`src/rtl/autorange_freq_seq.sv`:
```
module autorange_freq_seq #(
  parameter int REF_LONG  = 10_000_000,
  parameter int REF_SHORT = 1_000_000,
  parameter int CW        = 24,
  parameter int WRAP_DIV  = 1_677_721,
  parameter int WW        = 4,
  parameter int EDGE_W    = 3,
  parameter int TW        = 32
) (
  input  logic              clk,
  input  logic              rst_n,
  input  logic              start,
  input  logic [EDGE_W-1:0] sig_edges,
  input  logic [TW-1:0]     timeout_cycles,
  output logic              busy,
  output logic              res_valid,
  output logic              res_mode,
  output logic [1:0]        res_status,
  output logic [CW-1:0]     res_count,
  output logic [CW-1:0]     res_preset,
  output logic [WW-1:0]     res_wraps
);
  localparam int SCALE = REF_LONG / REF_SHORT;
  localparam int EW    = CW + $clog2(SCALE + 1);
  localparam int LW    = $clog2(REF_LONG + 1);
  localparam int TMW   = (TW > LW) ? TW : LW;
  localparam logic [CW-1:0] FREQ_PRESET = CW'(-(REF_LONG + 255));
  localparam logic [1:0] ST_OK = 2'd0, ST_NOSIG = 2'd1, ST_TMO = 2'd2;

  typedef enum logic [2:0] {S_IDLE, S_SAMPLE, S_DECIDE, S_FREQ, S_PER} state_t;

  state_t         state;
  logic [CW-1:0]  acc, sample;
  logic [TMW-1:0] tick;
  logic [EW-1:0]  gcnt;
  logic [EW-1:0]  est, per_sum;
  logic [CW-1:0]  acc_nx;
  logic [EW-1:0]  gcnt_nx;
  logic [TMW-1:0] tick_nx;

  assign est     = EW'(sample) * EW'(SCALE);
  assign per_sum = est + EW'(255);
  assign acc_nx  = acc + CW'(sig_edges);
  assign gcnt_nx = gcnt + EW'(sig_edges);
  assign tick_nx = tick + TMW'(1);
  assign busy    = (state != S_IDLE);

  always_ff @(posedge clk) begin
    if (!rst_n) begin
      state <= S_IDLE; acc <= '0; sample <= '0; tick <= '0; gcnt <= '0;
      res_valid <= 1'b0; res_mode <= 1'b0; res_status <= ST_OK;
      res_count <= '0; res_preset <= '0; res_wraps <= '0;
    end else begin
      res_valid <= 1'b0;
      case (state)
        S_IDLE: if (start) begin
          state <= S_SAMPLE; acc <= '0; tick <= '0;
        end
        S_SAMPLE: begin
          acc  <= acc_nx;
          tick <= tick_nx;
          if (tick == TMW'(REF_SHORT - 1)) begin
            sample <= acc_nx;
            state  <= S_DECIDE;
          end
        end
        S_DECIDE: begin
          acc <= '0; tick <= '0; gcnt <= '0;
          if (est == '0) begin
            state <= S_IDLE; res_valid <= 1'b1; res_mode <= 1'b1;
            res_status <= ST_NOSIG; res_count <= '0;
            res_preset <= CW'(EW'(0) - per_sum);
            res_wraps <= WW'(sample / CW'(WRAP_DIV));
          end else if (est >= EW'(REF_LONG)) begin
            state <= S_FREQ;
          end else begin
            state <= S_PER;
          end
        end
        S_FREQ: begin
          acc  <= acc_nx;
          tick <= tick_nx;
          if (tick == TMW'(REF_LONG - 1)) begin
            state <= S_IDLE; res_valid <= 1'b1; res_mode <= 1'b0;
            res_status <= ST_OK; res_count <= acc_nx; res_preset <= FREQ_PRESET;
            res_wraps <= WW'(sample / CW'(WRAP_DIV));
          end
        end
        S_PER: begin
          gcnt <= gcnt_nx;
          tick <= tick_nx;
          if (gcnt_nx >= est || tick_nx >= TMW'(timeout_cycles)) begin
            state <= S_IDLE; res_valid <= 1'b1; res_mode <= 1'b1;
            res_status <= (gcnt_nx >= est) ? ST_OK : ST_TMO;
            res_count <= CW'(tick_nx);
            res_preset <= CW'(EW'(0) - per_sum);
            res_wraps <= WW'(sample / CW'(WRAP_DIV));
          end
        end
        default: state <= S_IDLE;
      endcase
    end
  end

  assert_valid_pulse_R9: assert property (@(posedge clk) disable iff (!rst_n)
    res_valid |=> !res_valid);
  assert_start_accept_R2: assert property (@(posedge clk) disable iff (!rst_n)
    (!busy && start) |=> busy);
  assert_start_ignored_R10: assert property (@(posedge clk) disable iff (!rst_n)
    (state == S_FREQ && start) |=> (state == S_FREQ || res_valid));
  assert_freq_no_timeout_R7: assert property (@(posedge clk) disable iff (!rst_n)
    (res_valid && !res_mode) |-> (res_status == ST_OK));
  assert_nosig_skip_R5: assert property (@(posedge clk) disable iff (!rst_n)
    (state == S_DECIDE && est == '0) |=> (res_valid && res_status == ST_NOSIG && !busy));
  assert_done_idle_R11: assert property (@(posedge clk) disable iff (!rst_n)
    res_valid |-> !busy);
endmodule

```
`config.mk`:
```
export PLATFORM = sky130hd
export DESIGN_NAME = autorange_freq_seq
export DESIGN_NICKNAME = d
export VERILOG_FILES = /design/src/rtl/autorange_freq_seq.sv
export SDC_FILE = /design/constraint.sdc
export NUM_CORES = 1
export LEC_CHECK = 0
export CELL_PAD_IN_SITES_DETAIL_PLACEMENT = 0
export CELL_PAD_IN_SITES_GLOBAL_PLACEMENT = 2
export CORE_MARGIN = 2
export CORE_UTILIZATION = 32
export DETAILED_ROUTE_END_ITERATION = 8
export PLACE_DENSITY_LB_ADDON = 0.1
export RECOVER_POWER = 100
export SLEW_MARGIN = 20
export SYNTH_ARGS = -nofsm -noshare
export SYNTH_HDL_FRONTEND = slang
export SYNTH_SLANG_ARGS = --single-unit
```
`constraint.sdc`:
```
create_clock -name clk -period 6.6 [get_ports clk]
set_clock_uncertainty 0.05 [all_clocks]
set_input_delay 1.32 -clock clk [delete_from_list [all_inputs] [get_ports clk]]
set_output_delay 1.32 -clock clk [all_outputs]
set_load 0.01 [all_outputs]
```
* Word-level counts from Yosys, hierarchy flattened *
Cells that the tools add are included.

word-level totals
  register bits = 167
  input port bits = 38
  output and inout port bits = 57
  logic and storage cells = 84

operators by class
  add/sub/neg operators = 5
  $mul = 1
  div/mod/pow operators = 1
  magnitude comparators = 3
  equal/unequal tests = 11
  muxes and demuxes = 37
  reductions and logical operators = 15

operators with widths
  operator                count
  $pmux 24 s3             3
  $mux 24                 7
  $pmux 32 s3             1
  $pmux 28 s2             1
  $add 32x1->32 const B   1
  $eq 32x20->1 const B    1
  $eq 32x24->1 const B    1
  $ge 32x32->1            1
  $mux 32                 1
  $add 28x3->28           1
  $ge 28x24->1 const B    1
  $ge 28x28->1            1
  $logic_not 28->1        1
  $mul 24x3->27 const B   1
  $add 24x3->24           1
  $add 24x8->24 const B   1
  $div 24x21->24 const B  1
  $sub 1x24->24 const A   1
  $mux 3                  6
  $pmux 3 s5              1
  $mux 4                  3
  $pmux 4 s3              1
  $reduce_bool 3->1       4
  $ne 2x2->1 const B      5
  other kinds (14)        27

* Depth between registers and ports, before layout *
  depth in word-level cells = 5
  mapped depth = 33

* Worst setup path after synthesis *
No wires, ideal clock.

  path kind = input-to-reg
  from = input port sig_edges[1]
  to = register sample[8]
  arrival time = 6204 ps
  setup slack = 260 ps
  cell stages on the path = 24
  buffers on the path = 1
  cells stage by stage = ha_1 a21o_1 a21o_1 and3_1 nand3_1 nor2_1 and4_1 inv_1 nor2_1 nand3_1 xnor2_1 ha_1 nand4_1 nor4_1 a211oi_1 o211ai_1 a21oi_1 a31oi_1 a21oi_1 or3_1 nor3_1 clkbuf_1 nor2_1 a211oi_1

on the way
  cells in the longest elaborated chain, start to end = 1

ends and longest elaborated chain
  item                  line  RTL
  start, declared       13    input logic [EDGE_W-1:0] sig_edges,
  $add 24x3->24         43    assign acc_nx = acc + CW'(sig_edges);
  end signal, assigned  63    sample <= acc_nx;
  end, declared         33    logic [CW-1:0] acc, sample;

No other way between the ends.
A chain may end at the register's enable or synchronous reset.

==> metrics.md <==
| Metric | Value |
|---|---|
| Final Hold Fails | `0` |
| Failing checks | `max-capacitance violations, max-slew violations` |
| Placer Congestion | `0.8631` |
| Synth top area share | `23.73%` |
| Global-route wire length before repair | `77,360 um` |
| Synth Cell Area | `0.01409 mm2` |
| Cell row count | `76` |
| Top FF cell, synth | `dfxtp_1` |
| Setup_tns | `0 ns` |
| Area Overhead vs Synth | `19.13%` |
| TritonCTS Buffers | `17` |
| Fin nets | `2,134` |
| RSZ-0062 raised after global routing | `false` |
| TritonRoute pass-1 iters | `5` |
| Vias per cell | `5.412` |
| Initial Util | `32.56%` |
| Area occupied by multi-input gates | `0.01007 mm2` |
| DRC Markers | `0` |
| Fmax | `163.4 MHz` |
| H-tree depth | `4` |
| Switch Pwr | `2672 uW` |
| WS Path Type | `register to register` |
| Status | `complete, but fails checks` |
| Critical Path Sink | `sample[8]` |
| First DRT Iteration DRCs | `722` |
| Pwr dens | `336.6 mW/mm2` |
| Cells after synthesis | `1,858` |
| Register-to-register setup slack | `0.48 ns` |
| Async SR Flop Fraction | `0%` |
| Detailed Place HPWL | `38,610 um` |
| Final worst path period need | `6.121 ns` |
| Full die area | `0.04572 mm2` |
| Worst Path Max Fanout | `22` |
| Fraction of layout cells with a size suffix above 1 | `9.698%` |
| Distinct cell type count after synthesis | `97` |
| Clock transition at path regs | `0.07 ns` |
| Peak VDD IR | `196.9 uV` |
| WP data required | `6.95 ns` |
| Post-synth top cells | `nor2_1 (287), dfxtp_1 (167), ha_1 (116)` |
| Slew @ Worst Pin | `1.900 ns` |
| R2r startpoint | `tick[0]` |
| FF-to-FF path depth | `27` |
| Max_cap viols | `1` |
| Leak | `0.006850 uW` |
| Critical-path top delay cell | `or3_4` |
| Pin count of the biggest net entering global routing | `84` |
| FF/Latch Area | `0.003344 mm2` |
| Remaining global-route overflow | `0` |
| Clock Latency Late Sink | `0.49 ns` |
| Hold slack | `0.4214 ns` |
| Layout Cells excl Fill | `2,575` |
| Rel. slew slack | `-26.66%` |
| Post-route ant nets | `0` |
| GRT Util Overall | `22.16%` |
| Synth area leaders | `dfxtp_1 (24%), ha_1 (10%), nor2_1 (7.6%)` |
| Final WL | `49,430 um` |
| Average routed wire per standard cell | `19.19 um` |
| Vias in the first global route | `13,630` |
| Mean post-synth cell area | `7.583 um2` |
| Clock root cell | `clkbuf_16` |
| Crit path from | `tick[0]` |
| Internal power | `2977 uW` |
| Seq/Total Area, Yosys | `23.73%` |
| Worst Setup End Kind | `register` |
| Overall power | `5649 uW` |
| CP arrival | `6.48 ns` |
| Min-delay worst type | `register to register` |
| Die width | `213.8 um` |
| # fillers | `4,561` |
| Comb power frac | `58.9%` |
| Cell taking the most area after synthesis | `dfxtp_1` |
| CP startpoint kind | `register` |
| Sw Ratio | `47.30%` |
| Seq pwr share | `22.7%` |
| Port bufs | `94` |
| Tcrit/Tclk final | `92.75%` |
| Syn Nets | `2,015` |
| Number of synthesized register bits | `167` |
| Pins over their slew limit | `39` |
| Yosys warns | `0` |
| Initial antenna violation count | `0` |
| Most common cell in the netlist | `nor2_1` |
| Core Footprint | `0.04327 mm2` |
| Ant. Diodes | `0` |
| DP Cell Count | `2,538` |
| EDFF count, synth | `0` |
| Clock Sinks | `167` |
| Hold_buf cts | `0` |
| Finish-stage setup viols | `0` |
| IO Count | `95` |
| Largest stage delay, worst path | `0.46 ns` |
| Clk buf depth | `2` |
| Clk pwr share | `18.4%` |
| Die Y | `213.8 um` |
| DR vias | `13,940` |
| RR Endpoint | `sample[8]` |
| CTS tree | `done` |
## power groups by stage
stage,sequential (uW),combinational (uW),clock [uW]
detailed placement,1310,3310,0
finish,1280,3330,1040
floorplan,1280,2170,0
global route,1300,3700,1110
global placement,1310,3300,0
CTS,1290,3320,1070
## cells in the final DEF (no fill, tap or decap), types with 9 or more instances in the layout
master	netlist	routed
a211oi_1	48	48
a21o_1	30	30
a21oi_1	86	85
a22oi_1	68	68
a311oi_1	10	10
a31oi_1	14	14
and2_1	18	16
and3_1	43	42
buf_4	2	97
clkbuf_16	0	18
clkdlybuf4s50_1	0	35
dfxtp_1	167	166
dlygate4sd3_1	0	59
ha_1	116	116
inv_1	74	74
mux2i_1	30	30
nand2_1	113	113
nand2b_1	13	13
nand3_1	56	56
nand4_1	29	29
nor2_1	287	285
nor2b_1	17	17
nor3_1	54	53
nor4_1	29	28
o211ai_1	14	14
o21a_1	24	24
o21ai_0	106	102
o21ai_1	6	10
or2_2	9	9
or3_1	11	10
xnor2_1	92	92
xor2_1	45	45
## per-stage QoR
| stage | setup slack [ns] | util [%] | cell area [um2] |
|---|---|---|---|
| after floorplan | 0.2605 | - | 14090 |
| after global placement | 0.2254 | 37.38 | 16170 |
| after CTS | 0.2746 | 38.72 | 16750 |
| after detailed placement | 0.1228 | 37.38 | 16170 |
| after global routing | 0.002681 | 38.79 | 16780 |
| final | 0.4788 | 38.79 | 16780 |
## logic make-up after synthesis
group	count (synthesis)	synth area share [%]
XOR/XNOR	138	8.632
AO/OA/AOI/OAI	494	23.93
adder cells (fa/ha/maj)	119	10.73
flip-flops	167	23.73
AND/OR/NAND/NOR	728	25.43
multiplexers	34	2.451
buffers and inverters	178	5.098
## worst max-delay path, delay by kind of cell, from the launching register on
kind	cells	cell delay, ns
xor gates and xnor gates	1	0.10
adders and majority gates	2	0.52
DFF	1	0.41
buffers and inverters	3	0.55
AOI/OAI and AO/OA	5	0.75
and+or+nand+nor	16	3.66
## routing by layer
layer | vias to the layer above | global-route usage, % | wire length [um]
met1 | 6628 | 28.44 | 22790
met2 | 266 | 37.68 | 23630
li1 | 6982 | - | -
met3 | 60 | 3.588 | 1782
met4 | 0 | 7.519 | 1218
met5 | - | 0 | 0
## repair_timing
item                                    in CTS  in global routing
endpoints found under the setup margin       0                 76
gates resized for setup                      0                 13
buffers inserted                             0                  4
## area by class of cell
class,count,area share [%]
multi-input cells,1513,59.99
flip-flops and latches,167,19.93
repair buffers,203,10.57
well taps,585,4.361
clock buffers,19,2.639
inverters,75,1.692
clock inverters,13,0.8200
## worst min path at each step
| stage | endpoint | slack, ns | depth (start not counted) | startpoint |
|---|---|---|---|---|
| final | res_preset[0] | 0.42 | 2 | res_preset[0] |
| after CTS | res_status[1] | 0.43 | 2 | res_status[1] |
| after detailed placement | res_status[1] | 0.42 | 2 | res_status[1] |
| after floorplan | gcnt[22] | 0.42 | 2 | gcnt[22] |
| after global placement | res_preset[0] | 0.40 | 2 | res_preset[0] |
| after global routing | res_preset[0] | 0.45 | 2 | res_preset[0] |
## flip-flops by register name (all words and copies together) (netlist names)
register and count:
res_wraps 4, res_preset 24, sample 24, res_count 24, gcnt 28, res_valid 1
tick 32, state 3, res_status 2, acc 24, res_mode 1
Power figures use the tool's default switching activity.
